$ cat config.mk
export PLATFORM = sky130hd
export DESIGN_NAME = pbus_txn_engine
export DESIGN_NICKNAME = d
export VERILOG_FILES = /design/src/rtl/pbus_pkg.sv /design/src/rtl/pbus_cfg_decode.sv /design/src/rtl/pbus_seq.sv /design/src/rtl/pbus_pin_pack.sv /design/src/rtl/pbus_txn_engine.sv
export SDC_FILE = /design/constraint.sdc
export NUM_CORES = 1
export LEC_CHECK = 0
export BUFFER_PORTS_ARGS = -buffer_cell sky130_fd_sc_hd__buf_2
export CAP_MARGIN = 20
export CORE_MARGIN = 3
export CORE_UTILIZATION = 40
export DETAILED_ROUTE_END_ITERATION = 8
export GPL_ROUTABILITY_DRIVEN = 1
export HOLD_SLACK_MARGIN = 0.1
export PLACE_DENSITY_LB_ADDON = 0.25
export SYNTH_ARGS = -nofsm -noshare
export SYNTH_HDL_FRONTEND = slang
export SYNTH_SLANG_ARGS = --single-unit
$ cat constraint.sdc
create_clock -name clk -period 5.7 [get_ports clk]
set_input_delay 1.14 -clock clk [delete_from_list [all_inputs] [get_ports clk]]
set_output_delay 1.14 -clock clk [all_outputs]
set_load 0.02 [all_outputs]
$ cat src/rtl/pbus_pkg.sv
package pbus_pkg;

    localparam int PIN_W     = 32;
    localparam int CTRL_BASE = 28;
    localparam int N_CTRL    = 4;
    localparam int ADDR_TOP  = 28;
    localparam int CI_WR     = 0;
    localparam int CI_RD     = 1;
    localparam int CI_FRAME  = 2;
    localparam int CI_CLK    = 3;

    typedef enum logic [1:0] {DW_8, DW_16, DW_24, DW_32} dwidth_e;
    typedef enum logic [1:0] {AW_NONE, AW_4, AW_12, AW_20} awidth_e;
    typedef enum logic [1:0] {PH_IDLE, PH_REQ, PH_DATA} phase_e;

    typedef struct packed {
        dwidth_e dsize;
        awidth_e asize;
        logic    clk_en;
        logic    clk_gate;
        logic    strobe_en;
        logic    wr2cyc;
        logic    frame_en;
    } bus_cfg_t;

    typedef struct packed {
        logic             ok;
        logic             wr_pin;
        logic             rd_pin;
        logic             frame_pin;
        logic             clk_pin;
        logic             gated;
        logic             wr2cyc;
        logic [PIN_W-1:0] dmask;
        logic [PIN_W-1:0] amask;
    } bus_dec_t;

    typedef struct packed {
        logic             wr;
        logic [PIN_W-1:0] addr;
        logic [PIN_W-1:0] wdata;
    } txn_t;

    function automatic logic [PIN_W-1:0] data_mask(dwidth_e d);
        case (d)
            DW_8:    return 32'h0000_00FF;
            DW_16:   return 32'h0000_FFFF;
            DW_24:   return 32'h00FF_FFFF;
            default: return 32'hFFFF_FFFF;
        endcase
    endfunction

    function automatic int addr_bits(awidth_e a);
        case (a)
            AW_4:    return 4;
            AW_12:   return 12;
            AW_20:   return 20;
            default: return 0;
        endcase
    endfunction

    function automatic logic [PIN_W-1:0] addr_mask(awidth_e a);
        case (a)
            AW_4:    return 32'h0F00_0000;
            AW_12:   return 32'h0FFF_0000;
            AW_20:   return 32'h0FFF_FF00;
            default: return 32'h0000_0000;
        endcase
    endfunction

    function automatic int addr_shift(dwidth_e d);
        case (d)
            DW_16:   return 1;
            DW_24:   return 2;
            default: return 0;
        endcase
    endfunction

    function automatic logic [PIN_W-1:0] addr_field(logic [PIN_W-1:0] host_addr,
                                                    dwidth_e d, awidth_e a);
        logic [PIN_W-1:0] scaled;
        scaled = host_addr >> addr_shift(d);
        return (scaled << (ADDR_TOP - addr_bits(a))) & addr_mask(a);
    endfunction

    function automatic logic cfg_legal(bus_cfg_t c);
        case (c.dsize)
            DW_32:   return (c.asize == AW_NONE) && !c.clk_en && !c.strobe_en
                            && !c.wr2cyc && !c.frame_en;
            DW_24:   return (c.asize == AW_NONE) || (c.asize == AW_4);
            DW_16:   return c.asize != AW_20;
            default: return 1'b1;
        endcase
    endfunction

endpackage

$ cat src/rtl/pbus_cfg_decode.sv
module pbus_cfg_decode
    import pbus_pkg::*;
(
    input  bus_cfg_t cfg,
    output bus_dec_t dec
);
    logic legal;
    logic ctrl_ok;

    always_comb begin
        legal         = cfg_legal(cfg);
        ctrl_ok       = legal && (cfg.dsize != DW_32);
        dec.ok        = legal;
        dec.rd_pin    = ctrl_ok;
        dec.wr_pin    = ctrl_ok && (cfg.strobe_en || cfg.wr2cyc);
        dec.frame_pin = ctrl_ok && cfg.frame_en;
        dec.clk_pin   = ctrl_ok && cfg.clk_en;
        dec.gated     = cfg.clk_gate;
        dec.wr2cyc    = legal && cfg.wr2cyc;
        dec.dmask     = legal ? data_mask(cfg.dsize) : '0;
        dec.amask     = legal ? addr_mask(cfg.asize) : '0;
    end
endmodule

$ cat src/rtl/pbus_seq.sv
module pbus_seq
    import pbus_pkg::*;
(
    input  logic             clk,
    input  logic             rst,
    input  logic             cfg_ok,
    input  logic             wr2cyc,
    input  logic [PIN_W-1:0] dmask,
    input  logic             req_valid,
    input  logic             req_write,
    input  logic [PIN_W-1:0] req_addr,
    input  logic [PIN_W-1:0] req_wdata,
    output logic             req_ready,
    input  logic             ext_ready,
    input  logic [PIN_W-1:0] pin_in,
    output logic             rsp_valid,
    output logic [PIN_W-1:0] rsp_rdata,
    output phase_e           phase,
    output txn_t             txn,
    output logic             clk_tgl
);
    logic split;

    assign split     = !txn.wr || wr2cyc;
    assign req_ready = (phase == PH_IDLE);

    always_ff @(posedge clk) begin
        if (rst) begin
            phase     <= PH_IDLE;
            txn       <= '0;
            rsp_valid <= 1'b0;
            rsp_rdata <= '0;
            clk_tgl   <= 1'b0;
        end else begin
            clk_tgl   <= ~clk_tgl;
            rsp_valid <= 1'b0;
            case (phase)
                PH_IDLE: begin
                    if (req_valid && cfg_ok) begin
                        txn.wr    <= req_write;
                        txn.addr  <= req_addr;
                        txn.wdata <= req_wdata;
                        phase     <= PH_REQ;
                    end
                end
                PH_REQ: begin
                    if (ext_ready) phase <= split ? PH_DATA : PH_IDLE;
                end
                PH_DATA: begin
                    if (ext_ready) begin
                        phase <= PH_IDLE;
                        if (!txn.wr) begin
                            rsp_valid <= 1'b1;
                            rsp_rdata <= pin_in & dmask;
                        end
                    end
                end
                default: phase <= PH_IDLE;
            endcase
        end
    end

    // a low ready freezes the phase and the latched request
    a_r8_stretch_hold: assert property (@(posedge clk) disable iff (rst)
        (phase != PH_IDLE && !ext_ready) |=> (phase == $past(phase) && txn == $past(txn)));

    // a response only follows a completed read capture phase
    a_r5_rsp_source: assert property (@(posedge clk) disable iff (rst)
        rsp_valid |-> ($past(phase) == PH_DATA && $past(ext_ready) && !$past(txn.wr)));

    // a read always moves on to a capture phase
    a_r5_read_split: assert property (@(posedge clk) disable iff (rst)
        (phase == PH_REQ && !txn.wr && ext_ready) |=> (phase == PH_DATA));
endmodule

$ cat src/rtl/pbus_pin_pack.sv
module pbus_pin_pack
    import pbus_pkg::*;
(
    input  bus_dec_t         dec,
    input  dwidth_e          dsize,
    input  awidth_e          asize,
    input  phase_e           phase,
    input  txn_t             txn,
    input  logic             clk_tgl,
    output logic [PIN_W-1:0] pin_out,
    output logic [PIN_W-1:0] pin_oe
);
    logic             active;
    logic             in_req;
    logic             data_phase;
    logic [PIN_W-1:0] body_out;
    logic [PIN_W-1:0] body_oe;
    logic [N_CTRL-1:0] ctrl_use;
    logic [N_CTRL-1:0] ctrl_val;

    always_comb begin
        active     = (phase != PH_IDLE);
        in_req     = (phase == PH_REQ);
        data_phase = txn.wr && ((in_req && !dec.wr2cyc) || (phase == PH_DATA && dec.wr2cyc));
        body_out   = (data_phase ? (txn.wdata & dec.dmask) : '0)
                   | (active ? (addr_field(txn.addr, dsize, asize) & dec.amask) : '0);
        body_oe    = (data_phase ? dec.dmask : '0) | dec.amask;

        ctrl_use[CI_WR]    = dec.wr_pin;
        ctrl_use[CI_RD]    = dec.rd_pin;
        ctrl_use[CI_FRAME] = dec.frame_pin;
        ctrl_use[CI_CLK]   = dec.clk_pin;
        ctrl_val[CI_WR]    = in_req && txn.wr;
        ctrl_val[CI_RD]    = in_req && !txn.wr;
        ctrl_val[CI_FRAME] = in_req;
        ctrl_val[CI_CLK]   = dec.gated ? !in_req : clk_tgl;
    end

    assign pin_out[CTRL_BASE-1:0] = body_out[CTRL_BASE-1:0];
    assign pin_oe[CTRL_BASE-1:0]  = body_oe[CTRL_BASE-1:0];

    for (genvar i = 0; i < N_CTRL; i++) begin : g_ctrl
        assign pin_out[CTRL_BASE+i] = ctrl_use[i] ? ctrl_val[i] : body_out[CTRL_BASE+i];
        assign pin_oe[CTRL_BASE+i]  = ctrl_use[i] ? 1'b1        : body_oe[CTRL_BASE+i];
    end
endmodule

$ cat src/rtl/pbus_txn_engine.sv
module pbus_txn_engine
    import pbus_pkg::*;
(
    input  logic        clk,
    input  logic        rst,
    input  logic [1:0]  cfg_dsize,
    input  logic [1:0]  cfg_asize,
    input  logic        cfg_clk_en,
    input  logic        cfg_clk_gate,
    input  logic        cfg_strobe_en,
    input  logic        cfg_wr2cyc,
    input  logic        cfg_frame_en,
    output logic        cfg_err,
    input  logic        req_valid,
    output logic        req_ready,
    input  logic        req_write,
    input  logic [31:0] req_addr,
    input  logic [31:0] req_wdata,
    output logic        rsp_valid,
    output logic [31:0] rsp_rdata,
    input  logic        ext_ready,
    input  logic [31:0] pin_in,
    output logic [31:0] pin_out,
    output logic [31:0] pin_oe
);
    bus_cfg_t cfg;
    bus_dec_t dec;
    phase_e   phase;
    txn_t     txn;
    logic     clk_tgl;
    logic     free_mode;

    always_comb begin
        cfg.dsize     = dwidth_e'(cfg_dsize);
        cfg.asize     = awidth_e'(cfg_asize);
        cfg.clk_en    = cfg_clk_en;
        cfg.clk_gate  = cfg_clk_gate;
        cfg.strobe_en = cfg_strobe_en;
        cfg.wr2cyc    = cfg_wr2cyc;
        cfg.frame_en  = cfg_frame_en;
    end

    assign cfg_err   = !dec.ok;
    assign free_mode = dec.clk_pin && !dec.gated;

    pbus_cfg_decode u_dec (
        .cfg (cfg),
        .dec (dec)
    );

    pbus_seq u_seq (
        .clk       (clk),
        .rst       (rst),
        .cfg_ok    (dec.ok),
        .wr2cyc    (dec.wr2cyc),
        .dmask     (dec.dmask),
        .req_valid (req_valid),
        .req_write (req_write),
        .req_addr  (req_addr),
        .req_wdata (req_wdata),
        .req_ready (req_ready),
        .ext_ready (ext_ready),
        .pin_in    (pin_in),
        .rsp_valid (rsp_valid),
        .rsp_rdata (rsp_rdata),
        .phase     (phase),
        .txn       (txn),
        .clk_tgl   (clk_tgl)
    );

    pbus_pin_pack u_pack (
        .dec     (dec),
        .dsize   (cfg.dsize),
        .asize   (cfg.asize),
        .phase   (phase),
        .txn     (txn),
        .clk_tgl (clk_tgl),
        .pin_out (pin_out),
        .pin_oe  (pin_oe)
    );

    // a pin that is not enabled is driven low
    a_r12_undriven_low: assert property (@(posedge clk) disable iff (rst)
        (pin_out & ~pin_oe) == '0);

    // the two strobes never fire together
    a_r3_strobe_excl: assert property (@(posedge clk) disable iff (rst)
        (dec.wr_pin && dec.rd_pin) |-> !(pin_out[CTRL_BASE+CI_WR] && pin_out[CTRL_BASE+CI_RD]));

    // gated clock rests high while idle
    a_r9_gated_idle_high: assert property (@(posedge clk) disable iff (rst)
        (dec.clk_pin && dec.gated && phase == PH_IDLE) |-> pin_out[CTRL_BASE+CI_CLK]);

    // free-running clock changes every cycle
    a_r10_free_toggle: assert property (@(posedge clk) disable iff (rst)
        (free_mode && $past(free_mode)) |-> (pin_out[CTRL_BASE+CI_CLK] != $past(pin_out[CTRL_BASE+CI_CLK])));

    // an illegal setting never starts a transaction
    a_r4_err_stays_idle: assert property (@(posedge clk) disable iff (rst)
        (cfg_err && phase == PH_IDLE) |=> (phase == PH_IDLE));
endmodule

==> impl_metrics.py, run 1 <==
metrics = {
    "status": {
        "outcome": "finished clean",
    },
    "critical_path": {
        "reg2regPathDepth": 5,
        "critical-path-max-stage-delay_ns": 0.70,
        "cp.depth": 6,
        "cp.required_ns": 4.56,
        "path_buf_inv": 2,
        "path_delay_family": "compound AO/OA/AOI/OAI gates",
        "worst_ep_arrival_time_ns": 3.32,
        "critPathCaptureType": "primary output",
        "startpoint_type": "primary input",
        "slowest_stage": "o32ai_1",
        "cp_common_cell": "buf_2",
        "path_cells": "buf_2 -> nor2_2 -> a221oi_2 -> or2_1 -> o32ai_1 -> buf_2",
        "crit_path_max_fanout": 23,
        "crit_type": "primary input to primary output",
    },
    "synthesis": {
        "syn_nets": 717,
        "yosys-top-cells-area": "dfxtp_1, a21oi_1, nand3_1, o21ai_0, buf_4",
        "syn_area_per_cell_um2": 8.060,
        "ys_seq_elements": 91,
        "synth_flop_cell": "dfxtp_1",
        "synth_common_cells": "dfxtp_1, a21oi_1, nand3_1",
        "async_reset_ff_share_pct": 0,
        "netlist_instances": 607,
        "synth_top_area_cell": "dfxtp_1",
        "synth_warnings": 0,
        "syn_area_um2": 4892,
        "synth_top_area_share_pct": 37.24,
        "ys_seq_area_share_pct": 37.24,
        "synth.distinct_cells": 52,
        "post-synth-top-count-cell": "dfxtp_1",
        "synth_edf_count": 0,
    },
    "sta": {
        "finalHoldViolCount": 0,
        "fin_skew_ns": 0.008932,
        "slew_violations": 0,
        "max_freq_mhz": 224.2,
        "fin_tns_setup_ns": 0,
        "worst-slew-pin-transition_ns": 0.9670,
        "finalSetupViolations": 0,
        "slew_headroom_pct": 35.53,
        "layout_min_cycle_time_ns": 4.460,
        "holdWs_ns": 0.4055,
        "final.period_utilization_pct": 78.24,
        "rsz0062_at_grt": "false",
    },
    "placement": {
        "dpl-instance-area_um2": 5637,
        "hpwl_mm": 11.21,
        "routabilityCongestion": 0.9316,
        "io_buffers": 198,
        "place_inst": 868,
    },
    "global_route": {
        "grt_pass1_wl_mm": 24.12,
        "antenna_found_initial": 0,
        "grt_pass1_vias": 4662,
        "track_usage_pct": 22.42,
        "overflow": 0,
        "grt_max_degree": 92,
    },
    "die": {
        "ios": 209,
        "die_x_um": 116.6,
        "initial_core_util_pct": 41.95,
        "rows": 39,
        "die_area_um2": 13590,
        "core_area_um2": 11660,
        "die_h_um": 116.6,
    },
    "clocking": {
        "clockBufferDepth": 2,
        "cts_setup_buffers": 0,
        "cts_resized": 0,
        "cts.sinks": 91,
        "htreeDepth": 3,
        "insertion_delay_ns": 0.35,
        "clkSlewWorstSetupHoldPaths_ns": 0.06,
        "numCtsBuffers": 9,
        "ctsRootBufferMaster": "clkbuf_16",
        "cts_tree": "done",
        "postCtsHoldBufs": 0,
    },
    "detailed_routing": {
        "route.vias.total": 5075,
        "via_per_inst": 5.747,
        "routed_wl_mm": 15.47,
        "wl_per_cell_um": 17.52,
        "ant_nets": 0,
        "route.detailed.drc": 0,
        "dr.pass1.iters": 5,
        "initialDrtViolationCount": 426,
    },
    "run": {
        "maxCapViolations": 0,
    },
    "finish": {
        "n_antenna_cell": 0,
        "fin_util_pct": 50.64,
        "finalInstanceArea_um2": 5906,
        "stdcell_count": 883,
        "syn2layout_area_growth_pct": 20.72,
        "finalNetCount": 846,
        "drive_gt1_share_pct": 33.24,
    },
    "worst_hold_path": {
        "worstHoldPathType": "register to register",
        "hold_depth": 1,
    },
    "pwr": {
        "p_leak_nw": 2.485,
        "powerDensity_nw_per_um2": 252.8,
        "ir_drop_uv": 173.9,
    },
}
[metrics by stage]
step	setup WS [ns]	power, mW
after floorplan	1.268	0.8835
after global placement	1.309	0.9523
after detailed placement	1.252	0.9588
after CTS	1.249	1.501
after global routing	1.066	1.561
final	1.240	1.493
[placed cells by master (no fill, tap or decap), types with 10 or more instances in the layout]
cell and n:
o32ai_1 10, nand2_1 46, o21ai_1 13, nand3_1 66, dfxtp_1 91, nor2_1 34
a21oi_1 67, buf_2 198, o21ai_0 59, o221ai_1 11, a32oi_1 11
[cell type report]
type / instances / area, µm²
Sequential cell: 91 / 1822
Clock inverter: 5 / 40.04
Multi-Input combinational cell: 425 / 2585
Fill cell: 1158 / 5757
Timing Repair Buffer: 203 / 1028
Clock buffer: 10 / 229.0
Tap cell: 143 / 178.9
Inverter: 6 / 22.52
[state kept, by name (all words and copies together), names as in the netlist]
name,flops
u_seq.txn,55
u_seq.clk_tgl,1
u_seq.rsp_valid,1
u_seq.rsp_rdata,32
u_seq.phase,2
[worst paths after layout]
| check | from | end | slack (ns) |
|---|---|---|---|
| hold / removal | u_seq.clk_tgl | u_seq.clk_tgl | 0.41 |
| setup reg to reg | u_seq.phase[0] | u_seq.txn[27] | 3.30 |
| hold reg to reg | u_seq.clk_tgl | u_seq.clk_tgl | 0.41 |
| setup / recovery | cfg_asize[0] | pin_oe[12] | 1.24 |
[per-layer routing]
layer | share of wire [%] | track usage (%) | vias up
met5 | 0 | 0 | -
met4 | 2.2 | 8.563 | 0
met3 | 7.6 | 6.218 | 27
met2 | 47 | 34.36 | 194
met1 | 43 | 30.08 | 2398
li1 | - | - | 2456
[cells by family (layout without fill, tap and decap cells)]
kind of cell / Yosys count / in the layout / share of synthesized area (%)
simple gates: 198 / 198 / 21.59
mux: 4 / 4 / 0.8184
compound gates: 222 / 222 / 29.77
buf+inv: 91 / 224 / 10.26
xor+xnor: 1 / 1 / 0.3326
flops: 91 / 91 / 37.24
[where the power goes]
part / leakage [nW] / internal, mW / switching [mW]
Clock: 0.121 / 0.295 / 0.251
Combinational: 1.62 / 0.0935 / 0.170
Sequential: 0.740 / 0.661 / 0.0228
Total: 2.49 / 1.05 / 0.444
(Power assumes the default switching activity.)
==> run 2: changes to the inputs <==
==> constraint.sdc (replaced) <==
create_clock -name clk -period 4.6 [get_ports clk]
set_input_delay 0.92 -clock clk [delete_from_list [all_inputs] [get_ports clk]]
set_output_delay 0.92 -clock clk [all_outputs]
set_load 0.02 [all_outputs]
==> impl_metrics.py, run 2 (synthesized netlist as in run 1, its figures left out) <==
metrics = {
    "status": {
        "outcome": "finished clean",
    },
    "finish": {
        "largest_reg_flops": 55,
        "finalNetCount": 850,
        "final_common_cell": "buf_2",
        "fin_util_pct": 51.43,
        "final_cell_mix": "buf_2, dfxtp_1, a21oi_1",
        "syn2layout_area_growth_pct": 22.61,
        "nFillCells": 1142,
        "n_antenna_cell": 0,
        "regMostFlops": "u_seq.txn",
        "top_regs": "u_seq.txn x55, u_seq.rsp_rdata x32, u_seq.phase x2",
        "drive_gt1_share_pct": 33.83,
    },
    "detailed_routing": {
        "initialDrtViolationCount": 317,
        "route.detailed.drc": 0,
        "wl_per_cell_um": 17.68,
        "dr.pass1.iters": 5,
        "route.vias.total": 5056,
        "routed_wl_mm": 15.70,
        "ant_nets": 0,
        "via_per_inst": 5.694,
    },
    "pwr": {
        "intPower_mw": 1.424,
        "ir_drop_uv": 248.5,
        "pwr-share-comb_pct": 16.5,
        "p_sw_share_pct": 28.79,
        "seqPwrFrac_pct": 42.3,
        "powerDensity_nw_per_um2": 333.3,
        "clockPowerShare_pct": 41.1,
        "p_leak_nw": 2.547,
        "power_switching_uw": 575.6,
    },
    "worst_hold_path": {
        "worstHoldPathType": "register to register",
    },
    "clocking": {
        "clkSlewWorstSetupHoldPaths_ns": 0.07,
        "clockBufferDepth": 2,
        "cts_tree": "done",
        "cts.sinks": 91,
        "insertion_delay_ns": 0.35,
        "cts_resized": 0,
        "postCtsHoldBufs": 0,
        "htreeDepth": 3,
        "cts_setup_buffers": 0,
        "ctsRootBufferMaster": "clkbuf_16",
        "numCtsBuffers": 9,
    },
    "sta": {
        "slew_violations": 0,
        "worst-slew-pin-transition_ns": 0.9711,
        "finalSetupViolations": 0,
        "max_freq_mhz": 246.7,
        "holdWs_ns": 0.4162,
        "rsz0062_at_grt": "false",
        "layout_min_cycle_time_ns": 4.054,
        "slew_headroom_pct": 35.26,
        "layout_setup_ws_ns": 0.5459,
        "finalHoldViolCount": 0,
        "fin_tns_setup_ns": 0,
        "final.period_utilization_pct": 88.13,
        "fin_skew_ns": 0.004709,
    },
    "global_route": {
        "grt_pass1_vias": 4781,
        "grt_util_met2_pct": 35.16,
        "grt-busiest-layer": "met2",
        "track_usage_pct": 22.72,
        "antenna_found_initial": 0,
        "grt_use_met1_pct": 31.12,
        "grt_pass1_wl_mm": 24.46,
        "grtUsageMet3_pct": 6.166,
        "grt_max_degree": 65,
        "overflow": 0,
    },
    "critical_path": {
        "r2r-end": "u_seq.txn[19]",
        "startpoint_type": "primary input",
        "crit_path_max_fanout": 23,
        "endpoint": "pin_oe[8]",
        "r2r-start": "u_seq.phase[0]",
        "regToRegSetupSlack_ns": 2.17,
        "crit_type": "primary input to primary output",
        "worst_ep_arrival_time_ns": 3.13,
        "critPathCaptureType": "primary output",
        "cp.required_ns": 3.68,
        "reg2regPathDepth": 5,
        "critPathLaunch": "cfg_asize[0]",
    },
    "die": {
        "die_x_um": 116.6,
        "die_area_um2": 13590,
        "die_h_um": 116.6,
        "initial_core_util_pct": 41.95,
        "core_area_um2": 11660,
        "ios": 209,
        "rows": 39,
    },
    "placement": {
        "io_buffers": 198,
        "routabilityCongestion": 0.8895,
        "hpwl_mm": 11.37,
        "dp_slack_ns": 0.5499,
    },
    "run": {
        "maxCapViolations": 0,
    },
}
## run 2: changes by cell type in the layout (fill, tap and decap cells not counted), sizes merged
cell      before  now
buf          203  207
clkinvlp       3    0
inv            7   10
bufinv         0    2
clkbuf        10    9
## run 2: layout make-up
class / instances / area [µm²] / area share, %
flip-flops and latches: 91 / 1822 / 30.37
clock buffers: 9 / 225.2 / 3.755
well taps: 143 / 178.9 / 2.983
multi-input cells: 425 / 2585 / 43.10
repair buffers: 207 / 1059 / 17.65
clock inverters: 7 / 106.4 / 1.773
inverters: 6 / 22.52 / 0.3755
## run 2: power groups by stage
stage          sequential, mW  clock (mW)  combinational, mW
2_1_floorplan           0.852           0              0.243
3_3_place_gp            0.863           0              0.322
3_5_place_dp            0.863           0              0.329
4_1_cts                 0.846       0.838              0.330
5_1_grt                 0.851       0.870              0.365
6_report                0.847       0.822              0.330
## run 2: worst max-delay path: stages
cell and delay, ns:
buf_2 0.24, nor2_2 0.32, a221oi_2 0.11, buf_4 0.18, or2_1 0.35, o32ai_1 0.71
buf_2 0.30
## run 2: how the worst min path moves through the flow
stage / to / slack, ns / start / cells past startpoint
2_1_floorplan: u_seq.clk_tgl / 0.38 / u_seq.clk_tgl / 1
3_3_place_gp: u_seq.clk_tgl / 0.40 / u_seq.clk_tgl / 1
3_5_place_dp: u_seq.clk_tgl / 0.40 / u_seq.clk_tgl / 1
4_1_cts: u_seq.clk_tgl / 0.42 / u_seq.clk_tgl / 1
5_1_grt: u_seq.clk_tgl / 0.42 / u_seq.clk_tgl / 1
6_report: u_seq.clk_tgl / 0.42 / u_seq.clk_tgl / 1
## run 2: per-layer routing
| layer | wire [µm] | part of all wire [%] |
|---|---|---|
| met5 | 0 | 0 |
| met3 | 1104 | 7.0 |
| met2 | 7264 | 46 |
| met4 | 257 | 1.6 |
| met1 | 7071 | 45 |
## run 2: stage by stage
step	cell area (µm²)	total power [mW]	cells
after floorplan	4892	1.095	607
after global placement	5667	1.184	872
after detailed placement	5667	1.192	872
after CTS	5998	2.014	888
after global routing	5998	2.086	888
final	5998	1.999	888
==> run 3: changes to the inputs <==
--- a/config.mk
+++ b/config.mk
@@ -11,6 +11,7 @@
 export CORE_UTILIZATION = 40
 export DETAILED_ROUTE_END_ITERATION = 8
 export GPL_ROUTABILITY_DRIVEN = 1
+export GPL_TIMING_DRIVEN = 0
 export HOLD_SLACK_MARGIN = 0.1
 export PLACE_DENSITY_LB_ADDON = 0.25
 export SYNTH_ARGS = -nofsm -noshare
==> impl_metrics.py, run 3 (synthesized netlist as in run 1, its figures left out) <==
metrics = {
    "clocking": {
        "clockBufferDepth": 2,
        "cts_setup_buffers": 0,
        "numCtsBuffers": 9,
        "ctsRootBufferMaster": "clkbuf_16",
        "cts.sinks": 91,
        "cts_tree": "done",
        "postCtsHoldBufs": 0,
        "htreeDepth": 3,
        "cts_resized": 0,
        "clkSlewWorstSetupHoldPaths_ns": 0.06,
        "insertion_delay_ns": 0.35,
    },
    "pwr": {
        "p_leak_nw": 2.754,
        "powerDensity_nw_per_um2": 307.0,
        "seqPwrFrac_pct": 43.5,
        "pwr-share-comb_pct": 19.4,
        "ir_drop_uv": 222.7,
        "clockPowerShare_pct": 37.1,
        "intPower_mw": 1.382,
        "p_sw_share_pct": 28.95,
        "power_switching_uw": 563.1,
    },
    "die": {
        "core_area_um2": 11660,
        "initial_core_util_pct": 41.95,
        "ios": 209,
        "die_h_um": 116.6,
        "die_area_um2": 13590,
        "rows": 39,
        "die_x_um": 116.6,
    },
    "sta": {
        "worst-slew-pin-transition_ns": 0.9883,
        "slew_violations": 0,
        "fin_tns_setup_ns": 0,
        "rsz0062_at_grt": "false",
        "finalSetupViolations": 0,
        "fin_skew_ns": 0.003846,
        "max_freq_mhz": 239.1,
        "final.period_utilization_pct": 90.93,
        "finalHoldViolCount": 0,
        "slew_headroom_pct": 33.91,
        "layout_min_cycle_time_ns": 4.183,
    },
    "status": {
        "outcome": "finished clean",
    },
    "global_route": {
        "track_usage_pct": 24.33,
        "grt_pass1_vias": 5065,
        "overflow": 0,
        "grt_pass1_wl_mm": 25.73,
        "antenna_found_initial": 0,
        "grt_max_degree": 17,
    },
    "detailed_routing": {
        "via_per_inst": 5.586,
        "initialDrtViolationCount": 434,
        "routed_wl_mm": 16.89,
        "route.vias.total": 5368,
        "dr.pass1.iters": 5,
        "route.detailed.drc": 0,
        "ant_nets": 0,
        "wl_per_cell_um": 17.57,
    },
    "critical_path": {
        "worst_ep_arrival_time_ns": 3.26,
        "r2r-end": "u_seq.txn[14]",
        "critPathCaptureType": "primary output",
        "crit_path_max_fanout": 9,
        "crit_type": "primary input to primary output",
        "cp.required_ns": 3.68,
        "reg2regPathDepth": 5,
        "startpoint_type": "primary input",
        "regToRegSetupSlack_ns": 2.45,
        "r2r-start": "u_seq.phase[0]",
    },
    "placement": {
        "place_inst": 946,
        "routabilityCongestion": 0.9573,
        "hpwl_mm": 13.17,
        "io_buffers": 196,
    },
    "finish": {
        "drive_gt1_share_pct": 35.45,
        "stdcell_count": 961,
        "nFillCells": 1132,
        "final_cell_mix": "buf_2, dfxtp_1, a21oi_1",
        "multi_input_area_um2": 2569,
        "syn2layout_area_growth_pct": 29.51,
        "n_antenna_cell": 0,
        "final_common_cell": "buf_2",
        "largest_reg_flops": 55,
        "seqCellArea_um2": 1822,
        "top_regs": "u_seq.txn x55, u_seq.rsp_rdata x32, u_seq.phase x2",
        "finalNetCount": 924,
        "regMostFlops": "u_seq.txn",
    },
    "worst_hold_path": {
        "hold_depth": 1,
        "holdPathEnd": "u_seq.clk_tgl",
        "worstHoldPathType": "register to register",
        "hp-start": "u_seq.clk_tgl",
    },
    "run": {
        "maxCapViolations": 0,
    },
}
run 3: cell types whose count changed in the layout (fill, tap and decap cells not counted), moves of 2 or more:
cell        previous run  this run
buf_4                  9        35
inv_6                  3         0
clkbuf_1               0        32
clkinv_2               0         2
clkinvlp_4             0         2
buf_2                198       213
run 3: cell type report:
type                            instances  area share [%]
Sequential cell                        91           28.75
Buffer                                 85           7.563
Multi-Input combinational cell        425           40.54
Inverter                                6          0.3555
Tap cell                              143           2.824
Clock buffer                           10           3.614
Clock inverter                          5          0.8689
Timing Repair Buffer                  196           15.48
run 3: worst max-delay path by stage:
stage | from | end | cells after the start
floorplan | cfg_asize[1] | pin_oe[10] | 7
global placement | cfg_clk_en | pin_oe[11] | 8
detailed placement | cfg_clk_en | pin_oe[10] | 8
CTS | cfg_clk_en | pin_oe[10] | 8
global route | cfg_asize[1] | pin_oe[10] | 7
finish | cfg_clk_en | pin_oe[10] | 8
run 3: layer usage:
metal / up-vias / track usage (%) / part of all wire (%)
li1: 2619 / - / -
met1: 2541 / 32.28 / 44
met2: 187 / 38.83 / 47
met3: 21 / 5.440 / 7.3
met4: 0 / 9.021 / 2.0
met5: - / 0 / 0
run 3: worst max-delay path, stage by stage:
cell      delay [ns]
buf_2           0.13
nor4_4          0.37
a221oi_2        0.22
or2_1           0.25
buf_4           0.17
o32ai_1         0.81
buf_4           0.24
buf_2           0.16
run 3: power by group through the flow:
stage	registers (mW)	logic (mW)	clock network, mW
after floorplan	0.852	0.243	0
after global placement	0.861	0.369	0
after detailed placement	0.862	0.375	0
after CTS	0.845	0.376	0.734
after global routing	0.849	0.413	0.768
final	0.846	0.378	0.721
run 3: metrics by stage:
step	instance area [µm²]	hold WS, ns	power (mW)	utilization (%)	setup WS [ns]
3_5_place_dp	6052	0.3989	1.237	51.89	0.4418
3_3_place_gp	6052	0.3938	1.231	51.89	0.5586
6_report	6336	0.4186	1.945	54.33	0.4174
4_1_cts	6336	0.4148	1.955	54.33	0.4247
5_1_grt	6336	0.4445	2.030	54.33	0.2262
2_1_floorplan	4892	0.3810	1.095	-	0.6084
